===== config.mk =====
export PLATFORM = sky130hd
export DESIGN_NAME = page_refresh_sched
export DESIGN_NICKNAME = d
export VERILOG_FILES = /design/src/rtl/rfr_pkg.sv /design/src/rtl/rfr_period_lut.sv /design/src/rtl/rfr_tick_timer.sv /design/src/rtl/rfr_page_walker.sv /design/src/rtl/page_refresh_sched.sv
export SDC_FILE = /design/constraint.sdc
export NUM_CORES = 1
export LEC_CHECK = 0
export BUFFER_PORTS_ARGS = -buffer_cell sky130_fd_sc_hd__buf_2
export CAP_MARGIN = 20
export CORE_MARGIN = 4
export CORE_UTILIZATION = 30
export DETAILED_ROUTE_END_ITERATION = 10
export PLACE_DENSITY = 0.52
export SYNTH_ARGS = -nofsm -noshare
export SYNTH_HDL_FRONTEND = slang
export SYNTH_HIERARCHICAL = 1
export SYNTH_SLANG_ARGS = --single-unit

===== constraint.sdc =====
create_clock -name clk -period 3.6 [get_ports clk]
set_clock_uncertainty 0.1 [all_clocks]
set_input_delay 0.18 -clock clk [delete_from_list [all_inputs] [get_ports clk]]
set_output_delay 0.18 -clock clk [all_outputs]
set_load 0.01 [all_outputs]

===== src/rtl/rfr_pkg.sv =====
package rfr_pkg;

   typedef enum logic [1:0] {
      OP_NONE   = 2'b00,
      OP_READ   = 2'b01,
      OP_REPROG = 2'b10,
      OP_REMAP  = 2'b11
   } rfr_op_e;

   typedef enum logic [1:0] {
      ST_WAIT,
      ST_RD,
      ST_ECC,
      ST_WR
   } rfr_state_e;

   // mode 00: always in place, 01: always move, 1x: decide on error count
   function automatic rfr_op_e pick_action(input logic [1:0] mode, input logic many_errs);
      case (mode)
         2'b00:   return OP_REPROG;
         2'b01:   return OP_REMAP;
         default: return many_errs ? OP_REMAP : OP_REPROG;
      endcase
   endfunction

endpackage


===== src/rtl/rfr_period_lut.sv =====
module rfr_period_lut #(
   parameter int unsigned PE_W             = 16,
   parameter int unsigned TICK_W           = 20,
   parameter int unsigned N_LVL            = 5,
   parameter int unsigned PE_STEP          = 1000,
   parameter int unsigned IVL_TICKS [N_LVL] = '{365, 91, 21, 3, 1}
) (
   input  logic [PE_W-1:0]   pe_count,
   output logic [TICK_W-1:0] period
);
   localparam longint PE_MAX = (longint'(1) << PE_W) - 1;

   initial begin
      assert (N_LVL >= 2) else $error("period ladder needs two levels");
      assert (PE_STEP > 0) else $error("PE_STEP must be non-zero");
      for (int i = 0; i < N_LVL; i++) begin
         assert (IVL_TICKS[i] > 0) else $error("ladder entry %0d is zero", i);
         assert (longint'(IVL_TICKS[i]) < (longint'(1) << TICK_W))
            else $error("ladder entry %0d exceeds TICK_W", i);
         if (i > 0)
            assert (IVL_TICKS[i] <= IVL_TICKS[i-1])
               else $error("ladder must not lengthen with wear");
      end
   end

   logic [N_LVL-1:0] hit;
   assign hit[0] = 1'b1;

   for (genvar g = 1; g < N_LVL; g++) begin : g_thr
      localparam longint THR = longint'(g) * longint'(PE_STEP);
      if (THR > PE_MAX) begin : g_unreach
         assign hit[g] = 1'b0;
      end else begin : g_cmp
         assign hit[g] = (pe_count >= PE_W'(THR));
      end
   end

   always_comb begin
      period = TICK_W'(IVL_TICKS[0]);
      for (int i = 1; i < N_LVL; i++)
         if (hit[i]) period = TICK_W'(IVL_TICKS[i]);
   end

endmodule


===== src/rtl/rfr_tick_timer.sv =====
module rfr_tick_timer #(
   parameter int unsigned TICK_W       = 20,
   parameter int unsigned RESET_PERIOD = 365
) (
   input  logic              clk,
   input  logic              rst_n,
   input  logic              tick,
   input  logic              arm,
   input  logic              load,
   input  logic [TICK_W-1:0] next_period,
   output logic              fire
);
   initial begin
      assert (RESET_PERIOD > 0) else $error("reset period must be non-zero");
   end

   logic [TICK_W-1:0] cnt_q;
   logic [TICK_W-1:0] period_q;

   assign fire = arm && tick && (cnt_q == period_q - TICK_W'(1));

   always_ff @(posedge clk) begin
      if (!rst_n) begin
         cnt_q    <= '0;
         period_q <= TICK_W'(RESET_PERIOD);
      end else begin
         if (load) period_q <= next_period;
         if (!arm || fire)  cnt_q <= '0;
         else if (tick)     cnt_q <= cnt_q + TICK_W'(1);
      end
   end

   AST_CNT_BELOW_PERIOD: assert property (@(posedge clk) disable iff (!rst_n)
      cnt_q < period_q);

   AST_IDLE_WHEN_DISARMED: assert property (@(posedge clk) disable iff (!rst_n)
      !arm |=> cnt_q == '0);

endmodule


===== src/rtl/rfr_page_walker.sv =====
module rfr_page_walker
   import rfr_pkg::*;
#(
   parameter int unsigned N_PAGES = 16,
   parameter int unsigned CNT_W   = 6,
   localparam int unsigned PAGE_AW = (N_PAGES > 1) ? $clog2(N_PAGES) : 1
) (
   input  logic               clk,
   input  logic               rst_n,
   input  logic               fire,
   output logic               arm,
   output logic               sweep_start,
   input  logic [1:0]         rf_mode,
   input  logic [CNT_W-1:0]   remap_thr,
   output logic               cmd_valid,
   output logic [1:0]         cmd_op,
   output logic [PAGE_AW-1:0] cmd_page,
   input  logic               cmd_done,
   input  logic               ecc_valid,
   input  logic               ecc_ok,
   input  logic [CNT_W-1:0]   ecc_nbits,
   output logic               uncorr_flag,
   output logic [PAGE_AW-1:0] uncorr_page
);
   localparam bit POW2 = (N_PAGES == (1 << PAGE_AW));

   initial begin
      assert (N_PAGES >= 2) else $error("at least two pages required");
      assert (CNT_W >= 1) else $error("CNT_W must be positive");
   end

   rfr_state_e         state_q;
   logic [PAGE_AW-1:0] page_q;
   rfr_op_e            act_q;
   logic               uncorr_q;
   logic [PAGE_AW-1:0] upage_q;
   logic               is_last;
   logic               step_done;

   if (POW2) begin : g_last_pow2
      assign is_last = &page_q;
   end else begin : g_last_cmp
      assign is_last = (page_q == PAGE_AW'(N_PAGES - 1));
   end

   assign arm         = (state_q == ST_WAIT);
   assign sweep_start = arm && fire;
   assign step_done   = ((state_q == ST_ECC) && ecc_valid && !ecc_ok) ||
                        ((state_q == ST_WR) && cmd_done);

   always_ff @(posedge clk) begin
      if (!rst_n) begin
         state_q  <= ST_WAIT;
         page_q   <= '0;
         act_q    <= OP_REPROG;
         uncorr_q <= 1'b0;
         upage_q  <= '0;
      end else begin
         uncorr_q <= 1'b0;
         case (state_q)
            ST_WAIT: if (fire) begin
               state_q <= ST_RD;
               page_q  <= '0;
            end
            ST_RD: if (cmd_done) state_q <= ST_ECC;
            ST_ECC: if (ecc_valid) begin
               if (!ecc_ok) begin
                  uncorr_q <= 1'b1;
                  upage_q  <= page_q;
               end else begin
                  act_q   <= pick_action(rf_mode, ecc_nbits >= remap_thr);
                  state_q <= ST_WR;
               end
            end
            default: ;
         endcase
         if (step_done) begin
            if (is_last) state_q <= ST_WAIT;
            else begin
               page_q  <= page_q + PAGE_AW'(1);
               state_q <= ST_RD;
            end
         end
      end
   end

   always_comb begin
      cmd_valid = (state_q == ST_RD) || (state_q == ST_WR);
      case (state_q)
         ST_RD:   cmd_op = OP_READ;
         ST_WR:   cmd_op = act_q;
         default: cmd_op = OP_NONE;
      endcase
   end

   assign cmd_page    = page_q;
   assign uncorr_flag = uncorr_q;
   assign uncorr_page = upage_q;

   AST_CMD_HOLD: assert property (@(posedge clk) disable iff (!rst_n)
      cmd_valid && !cmd_done |=> cmd_valid && $stable(cmd_op) && $stable(cmd_page));

   AST_READ_THEN_ECC: assert property (@(posedge clk) disable iff (!rst_n)
      cmd_valid && (cmd_op == OP_READ) && cmd_done |=> !cmd_valid);

   AST_REFRESH_THEN_READ: assert property (@(posedge clk) disable iff (!rst_n)
      cmd_valid && (cmd_op != OP_READ) && cmd_done |=> !cmd_valid || (cmd_op == OP_READ));

   AST_UNCORR_ONE_CYCLE: assert property (@(posedge clk) disable iff (!rst_n)
      uncorr_flag |=> !uncorr_flag);

   AST_UNCORR_NO_REFRESH: assert property (@(posedge clk) disable iff (!rst_n)
      uncorr_flag |-> !(cmd_valid && (cmd_op != OP_READ)));

endmodule


===== src/rtl/page_refresh_sched.sv =====
module page_refresh_sched #(
   parameter int unsigned N_PAGES           = 16,
   parameter int unsigned PE_W              = 16,
   parameter int unsigned CNT_W             = 6,
   parameter int unsigned TICK_W            = 20,
   parameter int unsigned N_LVL             = 5,
   parameter int unsigned PE_STEP           = 1000,
   parameter int unsigned IVL_TICKS [N_LVL] = '{365, 91, 21, 3, 1},
   localparam int unsigned PAGE_AW = (N_PAGES > 1) ? $clog2(N_PAGES) : 1
) (
   input  logic               clk,
   input  logic               rst_n,
   input  logic               tick,
   input  logic [PE_W-1:0]    pe_count,
   input  logic [1:0]         rf_mode,
   input  logic [CNT_W-1:0]   remap_thr,
   output logic               cmd_valid,
   output logic [1:0]         cmd_op,
   output logic [PAGE_AW-1:0] cmd_page,
   input  logic               cmd_done,
   input  logic               ecc_valid,
   input  logic               ecc_ok,
   input  logic [CNT_W-1:0]   ecc_nbits,
   output logic               uncorr_flag,
   output logic [PAGE_AW-1:0] uncorr_page
);
   logic [TICK_W-1:0] lut_period;
   logic              fire;
   logic              arm;
   logic              sweep_start;

   rfr_period_lut #(
      .PE_W(PE_W), .TICK_W(TICK_W), .N_LVL(N_LVL),
      .PE_STEP(PE_STEP), .IVL_TICKS(IVL_TICKS)
   ) u_lut (
      .pe_count (pe_count),
      .period   (lut_period)
   );

   rfr_tick_timer #(
      .TICK_W(TICK_W), .RESET_PERIOD(IVL_TICKS[0])
   ) u_timer (
      .clk         (clk),
      .rst_n       (rst_n),
      .tick        (tick),
      .arm         (arm),
      .load        (sweep_start),
      .next_period (lut_period),
      .fire        (fire)
   );

   rfr_page_walker #(
      .N_PAGES(N_PAGES), .CNT_W(CNT_W)
   ) u_walk (
      .clk         (clk),
      .rst_n       (rst_n),
      .fire        (fire),
      .arm         (arm),
      .sweep_start (sweep_start),
      .rf_mode     (rf_mode),
      .remap_thr   (remap_thr),
      .cmd_valid   (cmd_valid),
      .cmd_op      (cmd_op),
      .cmd_page    (cmd_page),
      .cmd_done    (cmd_done),
      .ecc_valid   (ecc_valid),
      .ecc_ok      (ecc_ok),
      .ecc_nbits   (ecc_nbits),
      .uncorr_flag (uncorr_flag),
      .uncorr_page (uncorr_page)
   );

endmodule


==> metrics.yaml, run 1 <==
avgRoutedWirePerCell_um: 13.0
clockBufferDepth: 2
synth_edf_count: 0
critPathMaxFanout: 6
cp_num_cells: 10
worst_ep_arrival_time_ns: 3.47
cp_slowest_cell: "or4_4"
yosys_warnings: 6
async_flop_share_pct: 0
fp.dieH_um: 118
yosysTopAreaCell: "dfxtp_1"
holdBufCountCts: 0
clkTransAtPathRegs_ns: 0.07
crit_path_end: "u_walk/state_q[0]"
chipWidth_um: 118
ys.flop_type: "dfxtp_1"
leakage_nw: 1.67
drv_cap: 0
synth-seq-area-share_pct: 28.5
crit_chain: "buf_4 > or4_4 > o31ai_1 > a21oi_1 > or4b_1 > nor3_2 > nand2_1 > a222oi_1 > mux2_1 > o21ai_1"
r2r_slack_ns: 0.25
gp_congestion: 0.846
htree_levels: 2
period_share_pct: 92.9
fmax_mhz: 299
ios: 48
vias: 2948
tns_ns: 0
core_um2: 12000
synth.most_common_cell: "dfxtp_1"
initial_utilization_pct: 30.6
syn_inst: 415
crit_path_end_kind: "flip-flop"
syn-cell-area_um2: 3660
fin_nets: 515
grt_pass1_vias: 3001
slowest_delay_ns: 0.57
postPlaceCellArea_um2: 4000
synthSimpleGateAreaFrac_pct: 27.2
reg2reg_depth: 10
synth_area_leaders: "dfxtp_1, mux2i_1, xor2_1"
setup_viol: 0
synth-compound-area-share_pct: 11.7
dieArea_um2: 14000
syn_avg_cell_area_um2: 8.82
drt-initial-drc-count: 78
outcome: "complete, no violations"
final-hold-violation-count: 0
synth_common_cells: "dfxtp_1, nand2_1, xor2_1"
required_ns: 3.72
drt_first_pass_iters: 4
synthAdderAreaFrac_pct: 5.13
totalWireLength_um: 7970
powerDensity_nw_per_um2: 270
crit_type: "flip-flop to flip-flop"
rows: 40
cts.sinks: 52
antenna_cells: 0
ant_nets: 0
path_buf_inv: 1
synth.area.mux_share_pct: 7.46
drive_gt1_share_pct: 24.3
vias_per_cell: 4.82
clock_latency_ns: 0.29
grt_pass1_wl_um: 14100
io_buffers: 44
ys_types: 73
critPathTopFamily: "simple AND/OR/NAND/NOR gates"
cp-startpoint: "u_timer/period_q[0]"
synth_top_family_by_area: "simple AND/OR/NAND/NOR gates"
track_usage_pct: 11.8
cts_tree: "built"
start_kind: "flip-flop"
cts_made_buffers: 5
hold_class: "primary input to flip-flop"
area_growth_pct: 15.0
rsz0062_at_grt: "false"
dpl.hpwl_um: 6190
synth_xor_area_share_pct: 12.1
overflow: 0
cts-root-buf: "clkbuf_16"
drc: 0
synth-seq-cells: 52
min_period_ns: 3.35
reg2reg_to: "u_walk/state_q[0]"
antenna_found_initial: 0
reg2reg_from: "u_timer/period_q[0]"
drv_slew: 0
grt_max_degree: 28
final_area_um2: 4210
yosysTopAreaCellShare_pct: 28.5
vdd_ir_drop_max_v: 0.000167
layer usage:
| layer | part of all wire, % | up-vias | routed length (um) | GRT usage (%) |
|---|---|---|---|---|
| met2 | 49 | 38 | 3930 | 20.5 |
| met1 | 46 | 1397 | 3680 | 15.0 |
| li1 | - | 1503 | - | - |
| met3 | 3.0 | 10 | 238 | 1.67 |
| met5 | 0 | - | 0 | 0 |
| met4 | 1.5 | 0 | 123 | 3.62 |
cells by family after synthesis:
kind of cell,after synthesis
buffers and inverters,49
DFF,52
muxes,27
xor gates and xnor gates,49
other,2
AOI/OAI and AO/OA,52
and+or+nand+nor,169
adders and majority gates,15
final cells by class:
| cell class | instances | area, um2 |
|---|---|---|
| clock inverters | 1 | 7.51 |
| inverters | 18 | 67.6 |
| well taps | 147 | 184 |
| multi-input cells | 325 | 2410 |
| clock buffers | 7 | 143 |
| repair buffers | 62 | 355 |
| fillers | 1220 | 7750 |
| flip-flops and latches | 52 | 1040 |
report_power, final:
group / switching [mW] / internal (mW) / total [mW]
Sequential: 0.00469 / 0.577 / 0.582
Combinational: 0.0378 / 0.0318 / 0.0696
Clock: 0.208 / 0.277 / 0.486
Total: 0.251 / 0.887 / 1.14
layout by cell type (no fill, tap or decap), drive strengths merged, types with 3 or more instances in the layout:
| cell type | count |
|---|---|
| ha | 15 |
| xor2 | 28 |
| dfxtp | 52 |
| nor4 | 5 |
| and3 | 8 |
| a21oi | 9 |
| a21o | 4 |
| nand4 | 10 |
| nand3 | 10 |
| o31ai | 5 |
| xnor2 | 20 |
| nand2b | 4 |
| nor3 | 9 |
| nand3b | 6 |
| clkbuf | 7 |
| o21ai | 8 |
| conb | 13 |
| buf | 62 |
| a31oi | 4 |
| o211ai | 3 |
| nand2 | 35 |
| nor2 | 46 |
| inv | 17 |
| nor2b | 14 |
| mux2i | 25 |
| and2 | 6 |
worst min-delay path by stage:
stage                                      from               endpoint  slack, ns  cells after the start
after floorplan                           rst_n      u_walk/state_q[0]       0.19                      2
after global placement    u_walk/uncorr_page[0]  u_walk/uncorr_page[0]       0.37                      2
after detailed placement  u_walk/uncorr_page[0]  u_walk/uncorr_page[0]       0.39                      2
after CTS                            rf_mode[1]        u_walk/act_q[0]       0.16                      4
after global routing                       tick       u_timer/cnt_q[1]       0.19                      3
final                                      tick       u_timer/cnt_q[0]       0.16                      3
worst min-delay path: stages:
cell and delay [ns]:
buf_2 0.17, xnor2_1 0.10, nor2_2 0.06
registers in the layout, summed over array words and instances, names as in the netlist:
register / count
u_walk/uncorr_page: 4
u_walk/act_q: 1
u_timer/period_q: 20
u_timer/cnt_q: 20
u_walk/state_q: 2
u_walk/cmd_page: 4
u_walk/uncorr_flag: 1
metrics by stage:
stage                     power, mW  hold slack (ns)  instances  worst slack (ns)  utilization [%]
after floorplan               0.647            0.195        426            0.0906                -
after global placement        0.664            0.372        599             0.195             33.4
after detailed placement      0.666            0.387        599             0.145             33.4
after CTS                      1.16            0.163        607             0.137             34.7
after global routing           1.19            0.190        612           0.00657             35.2
final                          1.14            0.157        612             0.254             35.2
what timing repair did:
action,4_1_cts,5_1_grt
resized for setup,0,6
setup buffers,0,5
endpoints found under the setup margin,0,17
No activity file was read; power rests on OpenSTA's default activity.
==> inputs of run 2 (changes only) <==
Settings changed: CELL_PAD_IN_SITES_DETAIL_PLACEMENT set to 0, CELL_PAD_IN_SITES_GLOBAL_PLACEMENT set to 1, PLACE_DENSITY 0.52 to 0.63.
==> metrics.yaml, run 2 (same netlist as run 1, synthesis figures left out) <==
outcome: "complete, no violations"
grt_pass1_vias: 2789  # -7.1%
overflow: 0  # unchanged
vias_per_cell: 4.71  # -2.2%
period_share_pct: 94.8  # +1.9 points
powerDensity_nw_per_um2: 273  # +0.91%
fin_nets: 512  # -0.58%
cts-root-buf: "clkbuf_16"
area_growth_pct: 14.2
grt_pass1_wl_um: 13600  # -3.2%
avgRoutedWirePerCell_um: 12.9  # -1.1%
cts_made_buffers: 5  # unchanged
critPathMaxFanout: 6  # unchanged
drv_slew: 0  # unchanged
start_kind: "flip-flop"
worst_ep_arrival_time_ns: 3.53  # +0.06 ns
hold_class: "primary input to flip-flop"
met1_usage_pct: 15.1  # +0.14 points
vdd_ir_drop_max_v: 0.000190  # +14%
postPlaceCellArea_um2: 4000  # unchanged
dpl.hpwl_um: 6170  # -0.26%
clockBufferDepth: 2  # unchanged
drt_first_pass_iters: 4  # unchanged
busiest_layer: "met2"
ant_nets: 0  # unchanged
reg.largest.list: "u_timer/cnt_q: 20 flops, u_timer/period_q: 20 flops"
final_area_um2: 4180  # -0.77%
dieArea_um2: 14000  # unchanged
clock_latency_ns: 0.29  # about the same
cts_tree: "built"
rsz0062_at_grt: "false"
slew-limit-headroom_pct: 63.0
track_usage_pct: 11.6  # -0.17 points
crit_type: "flip-flop to flip-flop"
fillCellCount: 1218  # -0.16%
cts.sinks: 52  # unchanged
setup_viol: 0  # unchanged
initial_utilization_pct: 30.6  # unchanged
totalWireLength_um: 7850  # -1.6%
grtUsageMet2_pct: 19.8  # -0.79 points
io_buffers: 44  # unchanged
grt_max_degree: 28  # unchanged
fp.dieH_um: 118  # unchanged
tns_ns: 0  # unchanged
tightestPinTransition_ns: 0.551
core_um2: 12000  # unchanged
chipWidth_um: 118  # unchanged
ios: 48  # unchanged
final-hold-violation-count: 0  # unchanged
drive_gt1_share_pct: 23.6  # -0.71 points
rows: 40  # unchanged
min_period_ns: 3.41  # +0.0676 ns
clkTransAtPathRegs_ns: 0.07  # about the same
required_ns: 3.72  # about the same
antenna_found_initial: 0  # unchanged
htree_levels: 2  # unchanged
drv_cap: 0  # unchanged
fmax_mhz: 293  # -2.0%
gp_congestion: 0.780  # -7.8%
layout_commonest_cell: "dfxtp_1"
drt-initial-drc-count: 102  # +31%
crit_path_end_kind: "flip-flop"
fin_hold_ws_ns: 0.155  # -0.00203 ns
drc: 0  # unchanged
antenna_cells: 0  # unchanged
final_cell_mix: "dfxtp_1, buf_2, nand2_1"
gr-usage-met3_pct: 1.77  # +0.096 points
vias: 2869  # -2.7%
leakage_nw: 1.65  # -0.95%
holdBufCountCts: 0  # unchanged
## run 2: changes by cell type in the layout (fill, tap and decap cells not counted), sizes merged
cell | previous run | this run
buf | 62 | 59
## run 2: critical path: stages, from the launching register on
cell and delay [ns]:
dfxtp_1 0.31, inv_1 0.08, ha_1 0.26, nor4b_4 0.41
xor2_1 0.12, o31ai_1 0.21, a21oi_1 0.16, or4b_4 0.56
nor3_2 0.18, nand2_1 0.12, a222oi_1 0.35, mux2_1 0.36
o21ai_1 0.11
## run 2: worst paths after layout
kind / start / endpoint / slack (ns) / cells after the start
worst min register to register: u_walk/act_q[0] / u_walk/act_q[0] / 0.39 / 2
worst max-delay path: u_timer/period_q[0] / u_walk/state_q[0] / 0.19 / 12
worst min-delay path: tick / u_timer/cnt_q[0] / 0.15 / 3
worst max register to register: u_timer/period_q[0] / u_walk/state_q[0] / 0.19 / 12
## run 2: what timing repair did
action / 4_1_cts / 5_1_grt
endpoints found under the hold margin: 0 / 0
gates resized for setup: 0 / 4
endpoints found under the setup margin: 0 / 2
buffers inserted: 0 / 2
## run 2: where the power goes
part           total, mW  switching (mW)  internal (mW)  leakage, nW
Clock              0.488           0.210          0.277       0.0701
Sequential         0.582         0.00447          0.577        0.419
Combinational     0.0690          0.0372         0.0318         1.16
Total               1.14           0.252          0.887         1.65
## run 2: metrics by stage
stage / cells / setup WS [ns] / power (mW) / utilization [%]
2_1_floorplan: 426 / 0.0906 / 0.647 / -
4_1_cts: 607 / 0.0773 / 1.16 / 34.7
6_report: 609 / 0.187 / 1.14 / 34.9
5_1_grt: 609 / 0.00710 / 1.20 / 34.9
3_5_place_dp: 599 / 0.117 / 0.666 / 33.4
3_3_place_gp: 599 / 0.158 / 0.664 / 33.4
## run 2: metal layers
metal	up-vias	part of all wire [%]
li1	1501	-
met1	1320	49
met2	40	47
met3	8	2.4
met4	0	1.5
met5	-	0
## run 2: layout make-up
type | count | area (um2) | area share (%)
multi-input cells | 325 | 2400 | 57.5
flip-flops and latches | 52 | 1040 | 24.9
repair buffers | 59 | 333 | 7.97
well taps | 147 | 184 | 4.40
clock buffers | 7 | 143 | 3.42
inverters | 18 | 67.6 | 1.62
clock inverters | 1 | 7.51 | 0.180
==> inputs of run 3 (changes only) <==
Settings changed: MAX_ROUTING_LAYER set to met4, SKIP_LAST_GASP set to 1.
==> metrics.yaml, run 3 (same netlist as run 1, synthesis figures left out) <==
reg2reg_to: "u_walk/state_q[0]"
slew-limit-headroom_pct: 63.0  # unchanged
grt_pass1_vias: 2788  # -0.036%
worst_ep_arrival_time_ns: 3.53  # about the same
postPlaceCellArea_um2: 4000  # unchanged
outcome: "complete, no violations"
multi_input_area_um2: 2400  # unchanged
fin_nets: 512  # unchanged
antenna_cells: 0  # unchanged
fillCellCount: 1218  # unchanged
drt-initial-drc-count: 122  # +20%
core_um2: 12000  # unchanged
grt_max_degree: 28  # unchanged
tightestPinTransition_ns: 0.551  # unchanged
reg.largest.list: "u_timer/cnt_q: 20 flops, u_timer/period_q: 20 flops"
ios: 48  # unchanged
cts-root-buf: "clkbuf_16"
rsz0062_at_grt: "false"
reg2reg_depth: 12  # unchanged
clockBufferDepth: 2  # unchanged
drv_cap: 0  # unchanged
holdPathStages: 3  # unchanged
avgRoutedWirePerCell_um: 12.9  # unchanged
critPathTopFamily: "simple AND/OR/NAND/NOR gates"
drc: 0  # unchanged
min_period_ns: 3.41  # unchanged
tns_ns: 0  # unchanged
track_usage_pct: 11.9  # +0.33 points
crit_type: "flip-flop to flip-flop"
clock_latency_ns: 0.29  # about the same
chipWidth_um: 118  # unchanged
gp_congestion: 0.791  # +1.4%
powerDensity_nw_per_um2: 273  # unchanged
dieArea_um2: 14000  # unchanged
setup_slack_ns: 0.187  # unchanged
hold_start: "tick"
hold_class: "primary input to flip-flop"
ant_nets: 0  # unchanged
area_growth_pct: 14.2  # unchanged
overflow: 0  # unchanged
period_share_pct: 94.8  # unchanged
leakage_nw: 1.65  # unchanged
slowest_delay_ns: 0.56  # about the same
path_buf_inv: 1  # unchanged
cp_slowest_cell: "or4b_4"
rows: 40  # unchanged
grt_pass1_wl_um: 13600  # unchanged
cts_made_buffers: 5  # unchanged
pre_cts_ws_ns: 0.117  # unchanged
required_ns: 3.72  # about the same
min_to: "u_timer/cnt_q[0]"
antenna_found_initial: 0  # unchanged
cts.sinks: 52  # unchanged
final_area_um2: 4180  # unchanged
fmax_mhz: 293  # unchanged
r2r_slack_ns: 0.19  # about the same
crit_chain: "inv_1 > ha_1 > nor4b_4 > xor2_1 > o31ai_1 > a21oi_1 > or4b_4 > nor3_2 > nand2_1 > a222oi_1 > mux2_1 > o21ai_1"
drive_gt1_share_pct: 23.6  # unchanged
drt_first_pass_iters: 4  # unchanged
fp.dieH_um: 118  # unchanged
vias_per_cell: 4.71  # unchanged
critPathMaxFanout: 6  # unchanged
dpl.hpwl_um: 6170  # unchanged
htree_levels: 2  # unchanged
layout_commonest_cell: "dfxtp_1"
vdd_ir_drop_max_v: 0.000190  # unchanged
initial_utilization_pct: 30.6  # unchanged
cts_tree: "built"
setup_viol: 0  # unchanged
vias: 2869  # unchanged
crit_path_end_kind: "flip-flop"
start_kind: "flip-flop"
final-hold-violation-count: 0  # unchanged
regArea_um2: 1040  # unchanged
final_cell_mix: "dfxtp_1, buf_2, nand2_1"
io_buffers: 44  # unchanged
totalWireLength_um: 7850  # unchanged
drv_slew: 0  # unchanged
reg2reg_from: "u_timer/period_q[0]"
clkTransAtPathRegs_ns: 0.07  # about the same
## run 3: cell counts in the layout (fill, tap and decap cells not counted)
No cell type changed its count.
## run 3: how the worst max path moves through the flow
stage | startpoint | cells past startpoint | end
2_1_floorplan | u_timer/period_q[0] | 15 | u_timer/period_q[10]
3_3_place_gp | u_timer/period_q[4] | 12 | u_walk/state_q[1]
3_5_place_dp | u_timer/period_q[4] | 11 | u_walk/state_q[0]
4_1_cts | u_timer/period_q[4] | 11 | u_walk/state_q[0]
5_1_grt | u_timer/period_q[0] | 13 | u_walk/state_q[1]
6_report | u_timer/period_q[0] | 12 | u_walk/state_q[0]
## run 3: where the power goes
part	total (mW)	internal, mW	switching (mW)
clock	0.488	0.277	0.210
combinational	0.0690	0.0318	0.0372
sequential	0.582	0.577	0.00447
total	1.14	0.887	0.252
## run 3: cell type report
cell class / instances / area share (%)
Clock buffer: 7 / 3.42
Clock inverter: 1 / 0.180
Inverter: 18 / 1.62
Multi-Input combinational cell: 325 / 57.5
Sequential cell: 52 / 24.9
Tap cell: 147 / 4.40
Timing Repair Buffer: 59 / 7.97
## run 3: timing repair
item	CTS	global route
hold buffers	0	0
setup buffers	0	2
endpoints found under the setup margin	0	2
gates resized for setup	0	4
## run 3: worst reg2reg max path: stages, from the launching register on
cell and delay (ns):
dfxtp_1 0.31, inv_1 0.08, ha_1 0.26, nor4b_4 0.41, xor2_1 0.12, o31ai_1 0.21
a21oi_1 0.16, or4b_4 0.56, nor3_2 0.18, nand2_1 0.12, a222oi_1 0.35, mux2_1 0.36
o21ai_1 0.11
## run 3: routing by layer
metal,track usage (%),part of all wire (%),vias up
li1,-,-,1501
met1,15.1,49,1320
met2,19.8,47,40
met3,1.77,2.4,8
met4,3.55,1.5,0
met5,-,0,-
## run 3: metrics by stage
stage | instances | hold WS [ns] | util (%) | power, mW
global placement | 599 | 0.371 | 33.4 | 0.664
CTS | 607 | 0.158 | 34.7 | 1.16
global route | 609 | 0.181 | 34.9 | 1.20
floorplan | 426 | 0.195 | - | 0.647
detailed placement | 599 | 0.383 | 33.4 | 0.666
finish | 609 | 0.155 | 34.9 | 1.14
